==> config.mk <==
export PLATFORM = sky130hd
export DESIGN_NAME = rf3w_master
export DESIGN_NICKNAME = d
export VERILOG_FILES = /design/src/rtl/rf3w_pkg.sv /design/src/rtl/rf3w_tick.sv /design/src/rtl/rf3w_seq.sv /design/src/rtl/rf3w_master.sv
export SDC_FILE = /design/constraint.sdc
export NUM_CORES = 1
export LEC_CHECK = 0
export BUFFER_PORTS_ARGS = -buffer_cell sky130_fd_sc_hd__buf_2
export CELL_PAD_IN_SITES_DETAIL_PLACEMENT = 1
export CELL_PAD_IN_SITES_GLOBAL_PLACEMENT = 2
export CORE_MARGIN = 4
export CORE_UTILIZATION = 35
export DETAILED_ROUTE_END_ITERATION = 8
export GPL_ROUTABILITY_DRIVEN = 0
export PLACE_DENSITY = 0.8
export RECOVER_POWER = 25
export SLEW_MARGIN = 0
export SYNTH_ARGS = -nofsm -noshare
export SYNTH_HDL_FRONTEND = slang
export SYNTH_HIERARCHICAL = 1
export SYNTH_SLANG_ARGS = --single-unit
==> constraint.sdc <==
create_clock -name clk -period 3.5 [get_ports clk]
set_clock_uncertainty 0.2 [all_clocks]
set_input_delay 0.35 -clock clk [delete_from_list [all_inputs] [get_ports clk]]
set_output_delay 0.35 -clock clk [all_outputs]
set_load 0.02 [all_outputs]
==> src/rtl/rf3w_pkg.sv <==
package rf3w_pkg;

    typedef enum logic [3:0] {
        ST_IDLE,
        ST_PRE,
        ST_LEAD,
        ST_BLO,
        ST_BHI,
        ST_TURN,
        ST_RLO,
        ST_RHI,
        ST_REND,
        ST_TAIL
    } rf3w_state_e;

    typedef struct packed {
        logic en_n;
        logic sclk;
        logic rw;
        logic sdo_en;
        logic sdo;
    } rf3w_pins_t;

    function automatic int unsigned umax(input int unsigned a, input int unsigned b);
        return (a > b) ? a : b;
    endfunction

    // Pin levels for each sequencer state; bitv is the outgoing serial bit.
    function automatic rf3w_pins_t pins_of(input rf3w_state_e st, input logic bitv);
        rf3w_pins_t p;
        p.en_n   = 1'b1;
        p.sclk   = 1'b0;
        p.rw     = 1'b0;
        p.sdo_en = 1'b1;
        p.sdo    = 1'b0;
        case (st)
            ST_LEAD: p.en_n = 1'b0;
            ST_BLO: begin
                p.en_n = 1'b0;
                p.sdo  = bitv;
            end
            ST_BHI: begin
                p.en_n = 1'b0;
                p.sclk = 1'b1;
                p.sdo  = bitv;
            end
            ST_TURN, ST_RLO: begin
                p.en_n   = 1'b0;
                p.rw     = 1'b1;
                p.sdo_en = 1'b0;
            end
            ST_RHI: begin
                p.en_n   = 1'b0;
                p.sclk   = 1'b1;
                p.rw     = 1'b1;
                p.sdo_en = 1'b0;
            end
            ST_REND: begin
                p.rw     = 1'b1;
                p.sdo_en = 1'b0;
            end
            default: ;
        endcase
        return p;
    endfunction

endpackage

==> src/rtl/rf3w_tick.sv <==
module rf3w_tick #(
    parameter int DIV_W = 8
) (
    input  logic             clk,
    input  logic             rst,
    input  logic             restart,
    input  logic [DIV_W-1:0] div_in,
    output logic             tick
);
    logic [DIV_W-1:0] div_q;
    logic [DIV_W-1:0] cnt_q;

    always_ff @(posedge clk) begin
        if (rst) begin
            div_q <= '0;
            cnt_q <= '0;
        end else if (restart) begin
            div_q <= div_in;
            cnt_q <= '0;
        end else if (cnt_q == div_q) begin
            cnt_q <= '0;
        end else begin
            cnt_q <= cnt_q + DIV_W'(1);
        end
    end

    assign tick = (cnt_q == div_q);


    tick_gap_chk: assert property (@(posedge clk) disable iff (rst)
        (tick && !restart && div_q != '0) |=> !tick);

endmodule

==> src/rtl/rf3w_seq.sv <==
module rf3w_seq
    import rf3w_pkg::*;
#(
    parameter int WA_W         = 4,
    parameter int RA_W         = 5,
    parameter int D_W          = 12,
    parameter int PRE_TICKS    = 2,
    parameter int LEAD_TICKS   = 10,
    parameter int TAIL_TICKS   = 10,
    parameter int SAMPLE_TICKS = 3
) (
    input  logic              clk,
    input  logic              rst,
    input  logic              tick,
    input  logic              wr_req,
    input  logic [WA_W-1:0]   wr_addr,
    input  logic [D_W-1:0]    wr_data,
    input  logic              rd_req,
    input  logic [RA_W-1:0]   rd_addr,
    input  logic              sdi,
    output logic              start,
    output rf3w_state_e       state,
    output logic              tx_bit,
    output logic              busy,
    output logic              done,
    output logic [D_W-1:0]    rd_data
);
    localparam int FW   = D_W + WA_W;
    localparam int PADW = FW - RA_W;
    localparam int MAXT = umax(umax(PRE_TICKS, LEAD_TICKS), umax(TAIL_TICKS, SAMPLE_TICKS));
    localparam int CW   = $clog2(MAXT) + 1;
    localparam int BW   = $clog2(umax(FW, D_W));

    rf3w_state_e  st_q;
    logic         is_rd_q;
    logic [CW-1:0] unit_q;
    logic [CW-1:0] seg_m1;
    logic [BW-1:0] idx_q;
    logic [BW-1:0] last_idx;
    logic [FW-1:0] tx_q;
    logic [D_W-1:0] cap_q;
    logic          seg_end;

    always_comb begin
        case (st_q)
            ST_PRE:  seg_m1 = CW'(PRE_TICKS - 1);
            ST_LEAD: seg_m1 = CW'(LEAD_TICKS - 1);
            ST_RHI:  seg_m1 = CW'(SAMPLE_TICKS - 1);
            ST_TAIL: seg_m1 = CW'(TAIL_TICKS - 1);
            default: seg_m1 = '0;
        endcase
    end

    assign start    = (st_q == ST_IDLE) && (wr_req || rd_req);
    assign seg_end  = tick && (unit_q == seg_m1);
    assign last_idx = is_rd_q ? BW'(RA_W - 1) : BW'(FW - 1);
    assign state    = st_q;
    assign tx_bit   = tx_q[FW-1];
    assign busy     = (st_q != ST_IDLE);

    always_ff @(posedge clk) begin
        if (rst) begin
            st_q    <= ST_IDLE;
            is_rd_q <= 1'b0;
            unit_q  <= '0;
            idx_q   <= '0;
            tx_q    <= '0;
            cap_q   <= '0;
            done    <= 1'b0;
            rd_data <= '0;
        end else begin
            done <= 1'b0;
            if (start) begin
                st_q    <= ST_PRE;
                unit_q  <= '0;
                idx_q   <= '0;
                is_rd_q <= !wr_req;
                tx_q    <= wr_req ? {wr_data, wr_addr} : {rd_addr, {PADW{1'b0}}};
            end else if (tick && st_q != ST_IDLE) begin
                if (!seg_end) begin
                    unit_q <= unit_q + CW'(1);
                end else begin
                    unit_q <= '0;
                    case (st_q)
                        ST_PRE:  st_q <= ST_LEAD;
                        ST_LEAD: st_q <= ST_BLO;
                        ST_BLO:  st_q <= ST_BHI;
                        ST_BHI: begin
                            if (idx_q == last_idx) begin
                                idx_q <= '0;
                                st_q  <= is_rd_q ? ST_TURN : ST_TAIL;
                            end else begin
                                idx_q <= idx_q + BW'(1);
                                tx_q  <= {tx_q[FW-2:0], 1'b0};
                                st_q  <= ST_BLO;
                            end
                        end
                        ST_TURN: st_q <= ST_RLO;
                        ST_RLO:  st_q <= ST_RHI;
                        ST_RHI: begin
                            cap_q <= {cap_q[D_W-2:0], sdi};
                            if (idx_q == BW'(D_W - 1)) begin
                                idx_q <= '0;
                                st_q  <= ST_REND;
                            end else begin
                                idx_q <= idx_q + BW'(1);
                                st_q  <= ST_RLO;
                            end
                        end
                        ST_REND: st_q <= ST_TAIL;
                        ST_TAIL: begin
                            st_q <= ST_IDLE;
                            done <= 1'b1;
                            if (is_rd_q) rd_data <= cap_q;
                        end
                        default: st_q <= ST_IDLE;
                    endcase
                end
            end
        end
    end


    busy_start_chk: assert property (@(posedge clk) disable iff (rst)
        $rose(busy) |-> $past(wr_req || rd_req));


    done_pulse_chk: assert property (@(posedge clk) disable iff (rst)
        done |=> !done);


    rd_hold_chk: assert property (@(posedge clk) disable iff (rst)
        !done |-> $stable(rd_data));


    done_idle_chk: assert property (@(posedge clk) disable iff (rst)
        done |-> $fell(busy));

endmodule

==> src/rtl/rf3w_master.sv <==
module rf3w_master
    import rf3w_pkg::*;
#(
    parameter int WA_W         = 4,
    parameter int RA_W         = 5,
    parameter int D_W          = 12,
    parameter int DIV_W        = 8,
    parameter int PRE_TICKS    = 2,
    parameter int LEAD_TICKS   = 10,
    parameter int TAIL_TICKS   = 10,
    parameter int SAMPLE_TICKS = 3
) (
    input  logic             clk,
    input  logic             rst,
    input  logic [DIV_W-1:0] tick_div,
    input  logic             wr_req,
    input  logic [WA_W-1:0]  wr_addr,
    input  logic [D_W-1:0]   wr_data,
    input  logic             rd_req,
    input  logic [RA_W-1:0]  rd_addr,
    output logic             busy,
    output logic             done,
    output logic [D_W-1:0]   rd_data,
    output logic             rf_en_n,
    output logic             rf_clk,
    output logic             rf_rw,
    output logic             rf_sdo,
    output logic             rf_sdo_en,
    input  logic             rf_sdi
);
    logic        tick;
    logic        start;
    logic        tx_bit;
    rf3w_state_e state;
    rf3w_pins_t  pins;

    rf3w_tick #(.DIV_W(DIV_W)) u_tick (
        .clk     (clk),
        .rst     (rst),
        .restart (start),
        .div_in  (tick_div),
        .tick    (tick)
    );

    rf3w_seq #(
        .WA_W         (WA_W),
        .RA_W         (RA_W),
        .D_W          (D_W),
        .PRE_TICKS    (PRE_TICKS),
        .LEAD_TICKS   (LEAD_TICKS),
        .TAIL_TICKS   (TAIL_TICKS),
        .SAMPLE_TICKS (SAMPLE_TICKS)
    ) u_seq (
        .clk     (clk),
        .rst     (rst),
        .tick    (tick),
        .wr_req  (wr_req),
        .wr_addr (wr_addr),
        .wr_data (wr_data),
        .rd_req  (rd_req),
        .rd_addr (rd_addr),
        .sdi     (rf_sdi),
        .start   (start),
        .state   (state),
        .tx_bit  (tx_bit),
        .busy    (busy),
        .done    (done),
        .rd_data (rd_data)
    );

    assign pins      = pins_of(state, tx_bit);
    assign rf_en_n   = pins.en_n;
    assign rf_clk    = pins.sclk;
    assign rf_rw     = pins.rw;
    assign rf_sdo    = pins.sdo;
    assign rf_sdo_en = pins.sdo_en;


    clk_en_chk: assert property (@(posedge clk) disable iff (rst)
        rf_clk |-> !rf_en_n);


    release_chk: assert property (@(posedge clk) disable iff (rst)
        !rf_sdo_en |-> rf_rw);


    sdo_hold_chk: assert property (@(posedge clk) disable iff (rst)
        rf_clk |-> $stable(rf_sdo));


    addr_drive_chk: assert property (@(posedge clk) disable iff (rst)
        (rf_clk && !rf_rw) |-> rf_sdo_en);

endmodule

# [After elaboration in Yosys (flattened, before gate mapping)]
# Cells that the tools add are included.
[classes] n_bitwise=3 n_addsub=3 mux=24 eq_ne=14 reduce_logical=25
[ops] op="two-way mux 16 bit" count=6
[ops] op="case mux 4 bit (8 select lines)" count=1
[ops] op="two-way mux 4 bit" count=6
[ops] op="== test 4 x 3 -> 1 bit, second input constant" count=4
[ops] op="== test 4 bit, second input constant" count=3
[ops] op="case mux 4 bit (3 select lines)" count=1
[ops] op="adder 8 x 1 -> 8 bit, second input constant" count=1
[ops] op="== test 4 x 2 -> 1 bit, second input constant" count=2
[ops] op="== test 8 bit" count=1
[ops] op="case mux 4 bit (2 select lines)" count=1
[ops] op="AND reduction 4 bit" count=2
[ops] op="nonzero test 2 bit" count=4
[ops] op="OR reduction 2 bit" count=4
[ops] op="OR reduction 4 bit" count=2
[ops] op="two-way mux 1 bit" count=7
[ops] op="OR reduction 6 bit" count=1
[ops] op="adder 5 x 1 -> 5 bit, second input constant" count=1
[ops] op="== test 5 x 4 -> 1 bit" count=1
[ops] op="two-way mux 5 bit" count=1
[ops] op="AND reduction 5 bit" count=1
[ops] op="adder 4 x 1 -> 4 bit, second input constant" count=1
[ops] op="== test 4 x 1 -> 1 bit, second input constant" count=1
[ops] op="== test 4 bit" count=1
[ops] op="zero test 4 bit" count=1
[ops] op="other kinds (10)" count=15
[word_totals] out_inout_bits=19 word_cells=80 inputBits=34 ff_bits=71

# [Depth between registers and ports, before layout]
# Gate-level depths: netlist of run 1.
[depth] depth_word=8 ltp_mapped=9 mapped_depth_nobuf=8

# [Cells and area by module]
# The synthesis of run 1 kept the hierarchy.
[by_module_without_submodules] mod="rf3w_seq" area_each_um2=2681.3 cells_per_inst=305 n_inst=1
[by_module_without_submodules] mod="rf3w_tick" area_each_um2=732.0 cells_per_inst=71 n_inst=1
[by_module_without_submodules] mod="rf3w_master" area_each_um2=82.6 cells_per_inst=12 n_inst=1

# [Worst setup path before layout of run 1]
# Ideal clock, no wire load.
[synth_path] path_kind="register -> register" from="register u_tick.div_q[6]" to="register u_seq.st_q[2], in the netlist u_seq/state[2]" period_less_slack_ns=2.844 path_stages_with_launch=9 setup_ns=0.125 required_ns=3.175 n_path_buf=0 slack_ns=0.656 arrival_ns=2.518 cell_sequence="dfxtp_1 -> xor2_1 -> nor4_2 -> and2_1 -> nor3b_1 -> nor3b_4 -> o21ai_0 -> a2111oi_2 -> nor3_1"
[synth_via] elab_chain_cells=3 elab_cells_between_ends=4 classes_between="eq/ne: 1; reduce/logical: 3"
[synth_rtl] item="start: declaration" line="rf3w_tick.sv:10" text="logic [DIV_W-1:0] div_q;"
[synth_rtl] item="start signal: assignment" line="rf3w_tick.sv:18" text="div_q <= div_in;"
[synth_rtl] item="== test 8 bit (*)" line="rf3w_tick.sv:27" text="assign tick = (cnt_q == div_q);"
[synth_rtl] item="net tick" line="rf3w_master.sv:31" text="logic tick;"
[synth_rtl] item="logical AND 1 bit (on tied branches)" line="rf3w_seq.sv:79, rf3w_seq.sv:55"
[synth_rtl] item="AND reduction 2 bit (no line) (*)"
[synth_rtl] item="end signal: assignment" line="rf3w_seq.sv:91" text="st_q <= is_rd_q ? ST_TURN : ST_TAIL;"
[synth_rtl] item="end: declaration" line="rf3w_seq.sv:34" text="rf3w_state_e st_q;"
# The timed path passes the listed nets; every way through them passes the cells marked *.
# A chain may end at the register's enable or synchronous reset.

# [Final worst setup path of run 1]
[layout_path] from="register u_tick.cnt_q[0]" to="register u_seq.tx_q[3]"
[layout_via] elab_chain_cells=4 elab_cells_between_ends=6 classes_between="eq/ne: 1; reduce/logical: 5"
[layout_rtl] item="start: declaration" line="rf3w_tick.sv:11" text="logic [DIV_W-1:0] cnt_q;"
[layout_rtl] item="start signal: assignment" line="rf3w_tick.sv:23" text="cnt_q <= cnt_q + DIV_W'(1);"
[layout_rtl] item="== test 8 bit (*)" line="rf3w_tick.sv:27"
[layout_rtl] item="net tick" line="rf3w_master.sv:31"
[layout_rtl] item="logical AND 1 bit (on tied branches)" line="rf3w_seq.sv:55, rf3w_seq.sv:79"
[layout_rtl] item="nonzero test 2 bit (no line)"
[layout_rtl] item="AND reduction 4 bit (no line) (*)"
[layout_rtl] item="end signal: assignment" line="rf3w_seq.sv:78" text="tx_q <= wr_req ? {wr_data, wr_addr} : {rd_addr, {PADW{1'b0}}};"
[layout_rtl] item="end signal: assignment" line="rf3w_seq.sv:94" text="tx_q <= {tx_q[FW-2:0], 1'b0};"
[layout_rtl] item="end: declaration" line="rf3w_seq.sv:40" text="logic [FW-1:0] tx_q;"
# Marked as above.

==> results of run 1 <==
[stage by stage]
step	total power [mW]	setup slack [ps]	area [um2]	hold WS (ps)
finish	1.966	453.6	4063	24.05
global route	2.067	103.3	4063	15.12
CTS	2.000	416.0	4095	9.420
detailed placement	1.226	465.1	3867	263.7
global placement	1.215	599.9	3867	253.1
floorplan	1.132	656.5	3496	235.7
[routing by layer]
metal / global-route usage [%] / wire (um) / vias to the layer above
met3: 3.701 / 379 / 9
met4: 5.861 / 110 / 0
met1: 22.45 / 4347 / 1457
met5: 0 / 0 / -
met2: 24.42 / 4020 / 51
li1: - / - / 1506
[path summary, 6_finish.rpt]
path | start | endpoint | slack, ps | cells after the start
worst max-delay path | u_tick/cnt_q[0]$_SDFF_PP0_ | u_seq/tx_q[3]$_SDFFE_PP0P_ | 450 | 8
worst min-delay path | wr_addr[0] | u_seq/tx_q[0]$_SDFFE_PP0P_ | 20 | 3
worst max register to register | u_tick/cnt_q[0]$_SDFF_PP0_ | u_seq/tx_q[3]$_SDFFE_PP0P_ | 450 | 8
worst min register to register | u_seq/tx_q[0]$_SDFFE_PP0P_ | u_seq/tx_q[0]$_SDFFE_PP0P_ | 270 | 2
[report_power, final]
| part | internal, mW | switching, mW | total (mW) |
|---|---|---|---|
| clock | 0.410 | 0.352 | 0.762 |
| combinational | 0.119 | 0.195 | 0.314 |
| sequential | 0.849 | 0.0405 | 0.890 |
[cells in the final DEF (no fill, tap or decap), drive strengths merged, types with 7 or more instances in the layout]
cell / synthesis / final
nor2b: 7 / 7
dfxtp: 71 / 71
nand3: 19 / 19
nor2: 30 / 30
o21ai: 20 / 20
a21oi: 30 / 30
clkbuf: 13 / 29
xor2: 13 / 13
mux2i: 25 / 25
a221oi: 13 / 13
buf: 12 / 42
inv: 15 / 17
nand2: 36 / 36
a211oi: 19 / 19
[area by class of cell]
type	count	area, um2
clock inverter	7	103.9
fill	1191	5667
sequential	71	1421
inverter	15	56.30
multi-input combinational	277	1888
timing repair buffer	62	302.8
clock buffer	9	123.9
tap	133	166.4
[worst reg2reg max path, stage by stage, from the launching register on]
cell      delay, ps
dfxtp_1         360
xor2_1          170
nor4_2          300
and2_1          260
nor3b_1         400
nor3b_4         380
o21a_4          370
a21oi_4         160
a221oi_1        350
[Yosys cell counts, types with 5 or more instances]
| master | n | share of area (%) |
|---|---|---|
| a211oi_1 | 18 | 3.9 |
| a21oi_1 | 28 | 4.0 |
| a221oi_1 | 12 | 3.0 |
| buf_2 | 5 | 0.72 |
| clkbuf_1 | 13 | 1.4 |
| dfxtp_1 | 71 | 41 |
| inv_1 | 15 | 1.6 |
| mux2i_1 | 25 | 7.2 |
| nand2_1 | 35 | 3.8 |
| nand2b_1 | 5 | 0.89 |
| nand3_1 | 18 | 2.6 |
| nor2_1 | 30 | 3.2 |
| nor2b_1 | 7 | 1.3 |
| o21ai_0 | 11 | 1.6 |
| o21ai_1 | 9 | 1.3 |
| or3_1 | 5 | 0.89 |
| xor2_1 | 13 | 3.3 |
[registers in the layout, indices dropped and copies added (netlist names)]
signal	cells
u_tick/div_q	8
u_seq/state	4
u_seq/rd_data	12
u_seq/unit_q	5
u_seq/tx_q	16
u_seq/idx_q	4
u_seq/done	1
u_seq/cap_q	12
u_seq/is_rd_q	1
u_tick/cnt_q	8
[cells by family after synthesis]
logic type / count (synthesis) / synth area share, %
and+or+nand+nor: 136 / 22.01
AOI/OAI and AO/OA: 98 / 20.01
DFF: 71 / 40.66
buffers and inverters: 40 / 5.333
muxes: 25 / 7.158
xor gates and xnor gates: 15 / 3.758
adders and majority gates: 3 / 1.074
==> impl_metrics.json, run 1 <==
{
  "drive_above_1_share_pct": 17.91,
  "die_h_um": 107.9,
  "rows": 36,
  "synth.avg_cell_area_um2": 9.010,
  "grt_pass1_wl_um": 15140,
  "path_class": "reg2reg",
  "drtIter0Drc": 89,
  "max_freq_mhz": 328.3,
  "tns_ps": 0,
  "cts_tree": "yes",
  "io_pins": 53,
  "cp_slowest_stage_delay_ps": 400,
  "netlist-cell-type-count": 63,
  "clock-sinks": 71,
  "synthArstFlopShare_pct": 0,
  "cp.required_ps": 3550,
  "wl_per_cell_um": 15.43,
  "io_buffers": 52,
  "die_w_um": 107.9,
  "fin_util_pct": 41.76,
  "period_share_pct": 87.04,
  "instances_no_fill": 574,
  "grt_max_degree": 34,
  "antenna_found_initial": 0,
  "synth-edff-count": 0,
  "hold_violations": 0,
  "synth_fp_nets": 425,
  "finalMaxSlewViolations": 0,
  "cellLeakagePower_nw": 1.559,
  "insertion_delay_ps": 350,
  "ant_nets": 0,
  "dr.pass1.iters": 4,
  "worst_setup_path_end_kind": "flip-flop",
  "max-vdd-ir-drop_mv": 0.1808,
  "tightestPinTransition_ps": 998.2,
  "crit_buf_inv": 0,
  "core_area_mm2": 0.009729,
  "routed_via_density": 5.267,
  "syn_area_mm2": 0.003496,
  "synthFlopType": "dfxtp_1",
  "cts.clk_slew.worst_paths_ps": 90,
  "route.detailed.drc": 0,
  "crit_path_max_fanout": 24,
  "min_path_type": "in2reg",
  "die_area_mm2": 0.01165,
  "overflow": 0,
  "grt_use_total_pct": 16.12,
  "first_global_vias": 3035,
  "yosysSeqAreaShare_pct": 40.66,
  "start_kind": "flip-flop",
  "cts_setup_buffers": 0,
  "htree_levels": 3,
  "num_antenna_cells": 0,
  "postSynthCellCount": 388,
  "cts_buffer_depth": 2,
  "root_buffer": "clkbuf_8",
  "cp_top_family": "simple AND/OR/NAND/NOR gates",
  "via_count": 3023,
  "crit_path_top_delay_cell": "nor3b_1",
  "power_density_mw_per_mm2": 483.9,
  "drv_cap": 0,
  "dp_hpwl_um": 6179,
  "synth-seq-cells": 71,
  "fin_crit_ps": 3046,
  "finalWirelength_um": 8858,
  "setup_viol": 0,
  "crit_arrival_ps": 3090,
  "syn_to_final_growth_pct": 16.21,
  "cts.repair.resized": 0,
  "start_util_pct": 35.93,
  "status": "complete, no violations",
  "post-place-cells": 558,
  "cts_buffers": 9,
  "max-slew-margin-rel_pct": 33.16,
  "fin_nets": 473,
  "path_cells": "xor2_1, nor4_2, and2_1, nor3b_1, nor3b_4, o21a_4, a21oi_4, a221oi_1",
  "cts_hold_buf": 0,
  "synth.yosys.warnings": 6,
  "rsz0062_at_grt": "false"
}
Power figures use the tool's default switching activity.
==> inputs of run 2 (changes only) <==
PLACE_DENSITY = 0.84   (was 0.8)
==> impl_metrics.json, run 2 (same netlist as run 1, synthesis figures left out) <==
{
  "status": "complete, no violations",
  "cts_setup_buffers": 0,
  "rsz0062_at_grt": "false",
  "fin_nets": 471,
  "start_kind": "flip-flop",
  "cp.required_ps": 3540,
  "nFillCells": 1184,
  "finalWirelength_um": 8656,
  "stdcell_area_mm2": 0.003981,
  "max-slew-margin-rel_pct": 35.89,
  "die_h_um": 107.9,
  "worst_setup_path_end_kind": "flip-flop",
  "path_cells": "xor2_1, nor4_2, and2_1, nor3b_1, nor3b_4, o21a_4, a21oi_4, a221oi_1",
  "post-place-cells": 556,
  "place_ws_ps": 491.0,
  "rows": 36,
  "route.detailed.drc": 0,
  "cts.clk_slew.worst_paths_ps": 80,
  "io_pins": 53,
  "wl_per_cell_um": 15.19,
  "fin_util_pct": 40.92,
  "core_area_mm2": 0.009729,
  "cts_buffer_depth": 2,
  "via_count": 3001,
  "instances_no_fill": 570,
  "insertion_delay_ps": 340,
  "setup_viol": 0,
  "final_common_cell": "dfxtp_1",
  "io_buffers": 52,
  "drive_above_1_share_pct": 17.16,
  "routed_via_density": 5.265,
  "first_global_vias": 3007,
  "power_density_mw_per_mm2": 439.1,
  "largest_reg_flops": 16,
  "antenna_found_initial": 0,
  "tns_ps": 0,
  "cellLeakagePower_nw": 1.521,
  "htree_levels": 3,
  "crit_path_top_delay_cell": "nor3b_1",
  "multi_input_area_mm2": 0.001888,
  "crit_path_max_fanout": 24,
  "period_share_pct": 86.24,
  "cp_slowest_stage_delay_ps": 380,
  "die_area_mm2": 0.01165,
  "grt_max_degree": 29,
  "crit_arrival_ps": 3060,
  "path_class": "reg2reg",
  "final_cell_mix": "dfxtp_1 (71), nand2_1 (35), buf_2 (33)",
  "die_w_um": 107.9,
  "cts_tree": "yes",
  "syn_to_final_growth_pct": 13.89,
  "top_register": "u_seq/tx_q",
  "final.setup.worst_slack_ps": 481.5,
  "placed_cell_area_mm2": 0.003852,
  "cp_top_family": "simple AND/OR/NAND/NOR gates",
  "root_buffer": "clkbuf_8",
  "max-vdd-ir-drop_mv": 0.2498,
  "max_freq_mhz": 331.3,
  "grt_use_total_pct": 15.37,
  "dr.pass1.iters": 4,
  "drtIter0Drc": 68,
  "hold_violations": 0,
  "cts_buffers": 9,
  "num_antenna_cells": 0,
  "drv_cap": 0,
  "finalPower_mw": 1.748,
  "tightestPinTransition_ps": 957.4,
  "fin_hold_ws_ps": 47.98,
  "finalMaxSlewViolations": 0,
  "clock-sinks": 71,
  "seqCellArea_mm2": 0.001421,
  "grt_pass1_wl_um": 14480,
  "overflow": 0,
  "ant_nets": 0,
  "cts_hold_buf": 0,
  "start_util_pct": 35.93,
  "min_path_type": "in2reg",
  "cts.repair.resized": 0,
  "fin_crit_ps": 3018,
  "crit_buf_inv": 0,
  "dp_hpwl_um": 6070,
  "biggestRegsByFlops": "u_seq/tx_q (16), u_seq/cap_q (12), u_seq/rd_data (12)"
}
-- run 2: worst reg2reg max path: cells and delay by family, from the launching register on --
kind | cells | cell delay [ps]
AOI/OAI and AO/OA | 3 | 880
and+or+nand+nor | 4 | 1320
DFF | 1 | 350
xor gates and xnor gates | 1 | 170
-- run 2: final cells by class --
type	count	area share, %
Sequential cell	71	35.70
Inverter	15	1.414
Multi-Input combinational cell	277	47.42
Timing Repair Buffer	60	7.448
Tap cell	133	4.180
Clock buffer	10	3.206
Clock inverter	4	0.6285
-- run 2: routing by layer --
layer  track usage (%)  vias to the layer above  routed length, um
li1                  -                     1499                  -
met1             20.10                     1451               4294
met2             25.49                       45               3971
met3             4.000                        6                310
met4             3.517                        0                 78
met5                 0                        -                  0
-- run 2: final timing paths --
check	startpoint	to	slack, ps	cells after the start
setup / recovery	u_tick/cnt_q[5]$_SDFF_PP0_	u_seq/tx_q[1]$_SDFFE_PP0P_	480	8
hold / removal	tick_div[0]	u_tick/div_q[0]$_SDFFE_PP0P_	50	3
hold reg to reg	u_seq/cap_q[11]$_SDFFE_PP0P_	u_seq/cap_q[11]$_SDFFE_PP0P_	260	2
setup reg to reg	u_tick/cnt_q[5]$_SDFF_PP0_	u_seq/tx_q[1]$_SDFFE_PP0P_	480	8
-- run 2: report_power, final --
part	switching [mW]	internal, mW	total (mW)
sequential	0.0415	0.850	0.891
clock	0.296	0.247	0.543
combinational	0.194	0.120	0.314
total	0.532	1.22	1.75
==> inputs of run 3 (changes only) <==
GPL_TIMING_DRIVEN = 0   (was default)
clock period = 2.9 ns   (was 3.5 ns; I/O delays follow)
==> impl_metrics.json, run 3 (same netlist as run 1, synthesis figures left out) <==
{
  "fin_crit_ps": 2768,
  "die_w_um": 107.9,
  "num_antenna_cells": 0,
  "cts_buffers": 9,
  "power_density_mw_per_mm2": 559.6,
  "p_comb_share_pct": 18.7,
  "route.detailed.drc": 0,
  "final.setup.worst_slack_ps": 132.3,
  "finalPower_mw": 2.433,
  "crit_path_max_fanout": 10,
  "instances_no_fill": 605,
  "nFillCells": 1199,
  "rr_startpoint": "u_tick/cnt_q[4]$_SDFF_PP0_",
  "top_register": "u_seq/tx_q",
  "tns_ps": 0,
  "reg2reg_slack_ps": 130,
  "biggestRegsByFlops": "u_seq/tx_q (16), u_seq/cap_q (12), u_seq/rd_data (12)",
  "cts_buffer_depth": 2,
  "min_from": "wr_data[4]",
  "fin_nets": 505,
  "core_area_mm2": 0.009729,
  "start_util_pct": 35.93,
  "antenna_found_initial": 0,
  "final_common_cell": "dfxtp_1",
  "drtIter0Drc": 63,
  "root_buffer": "clkbuf_8",
  "routed_via_density": 5.190,
  "power_frac_clock_pct": 37.4,
  "finalMaxSlewViolations": 0,
  "place_ws_ps": -653.4,
  "worstSetupStartpoint": "u_tick/cnt_q[4]$_SDFF_PP0_",
  "max_freq_mhz": 361.3,
  "wl_per_cell_um": 15.55,
  "worst_setup_path_end_kind": "flip-flop",
  "start_kind": "flip-flop",
  "dp_hpwl_um": 6665,
  "switching_share_pct": 28.29,
  "finalWirelength_um": 9406,
  "grt_most_used_layer": "met2",
  "tightestPinTransition_ps": 708.9,
  "p_int_mw": 1.745,
  "ant_nets": 0,
  "die_h_um": 107.9,
  "use_met1_pct": 21.97,
  "syn_to_final_growth_pct": 24.37,
  "dr.pass1.iters": 4,
  "path_class": "reg2reg",
  "rows": 36,
  "clock-sinks": 71,
  "post-place-cells": 572,
  "min_path_type": "in2reg",
  "period_share_pct": 95.44,
  "grt_max_degree": 14,
  "max-slew-margin-rel_pct": 52.24,
  "grt_pass1_wl_um": 15840,
  "setup_viol": 0,
  "cts_tree": "yes",
  "htree_levels": 3,
  "io_pins": 53,
  "die_area_mm2": 0.01165,
  "drv_cap": 0,
  "insertion_delay_ps": 340,
  "io_buffers": 51,
  "met3_usage_pct": 3.164,
  "crit_arrival_ps": 2760,
  "overflow": 0,
  "grt_use_total_pct": 16.96,
  "drive_above_1_share_pct": 18.64,
  "met2_usage_pct": 28.42,
  "pwr-share-seq_pct": 43.9,
  "largest_reg_flops": 16,
  "cellLeakagePower_nw": 1.691,
  "cts.clk_slew.worst_paths_ps": 80,
  "max-vdd-ir-drop_mv": 0.2447,
  "final_cell_mix": "dfxtp_1 (71), buf_2 (38), nand2_1 (35)",
  "fin_util_pct": 44.69,
  "via_count": 3140,
  "first_global_vias": 3205,
  "status": "complete, no violations",
  "p_switching_mw": 0.6884,
  "cp.required_ps": 2890,
  "hold_violations": 0
}
run 3: cell types whose count changed in the layout (fill, tap and decap cells not counted), moves of 2 or more:
cell,delta
dlygate4sd3_1,+14
buf_6,+3
clkinv_2,-2
bufinv_16,+2
clkbuf_1,+10
clkbuf_8,+2
nor4_4,+3
clkinvlp_4,-2
buf_1,+2
nor4_2,-2
buf_2,+5
run 3: area by class of cell:
cell class | instances | area (um2) | share of cell area (%)
clock inverter | 4 | 77.57 | 1.784
inverter | 15 | 56.30 | 1.295
multi-input combinational | 277 | 1938 | 44.58
buffer | 24 | 126.4 | 2.906
timing repair buffer | 70 | 410.4 | 9.439
tap | 133 | 166.4 | 3.827
sequential | 71 | 1421 | 32.69
clock buffer | 11 | 151.4 | 3.482
run 3: critical path: stages, from the launching register on:
cell	delay, ps
dfxtp_1	420
xor2_1	130
nor4_4	340
and2_4	240
nor3b_4	260
nor3b_4	370
o211ai_1	200
clkbuf_1	270
nand2_1	130
a21oi_1	70
run 3: power by group through the flow:
stage | Clock, mW | Combinational (mW) | Sequential (mW)
after global placement | 0 | 0.393 | 1.09
after floorplan | 0 | 0.290 | 1.08
final | 0.910 | 0.455 | 1.07
after global routing | 0.987 | 0.500 | 1.08
after detailed placement | 0 | 0.402 | 1.09
after CTS | 0.935 | 0.445 | 1.07
run 3: per-layer routing:
layer / share of wire, % / vias up
met4: 1.4 / 0
met1: 46 / 1493
met2: 49 / 58
li1: - / 1575
met5: 0 / -
met3: 3.9 / 14
run 3: path summary, 6_finish.rpt:
check / to / depth (start not counted)
worst max-delay path: u_seq/cap_q[3]$_SDFFE_PP0P_ / 9
worst max register to register: u_seq/cap_q[3]$_SDFFE_PP0P_ / 9
worst min register to register: u_seq/tx_q[7]$_SDFFE_PP0P_ / 2
worst min-delay path: u_seq/tx_q[8]$_SDFFE_PP0P_ / 3
run 3: timing repair:
item | 4_1_cts | 5_1_grt
pin swaps | 2 | 1
endpoints found under the setup margin | 70 | 45
resized for setup | 7 | 3
hold buffers | 14 | 0
buffers inserted | 2 | 3
hold endpoints to repair | 14 | 0
run 3: per-stage QoR:
stage | hold WS, ps | instance area, um2
final | 9.876 | 4348
after floorplan | 226.0 | 3496
after CTS | 1.006 | 4340
after global placement | 252.5 | 3918
after detailed placement | 261.0 | 3918
after global routing | 8.353 | 4348
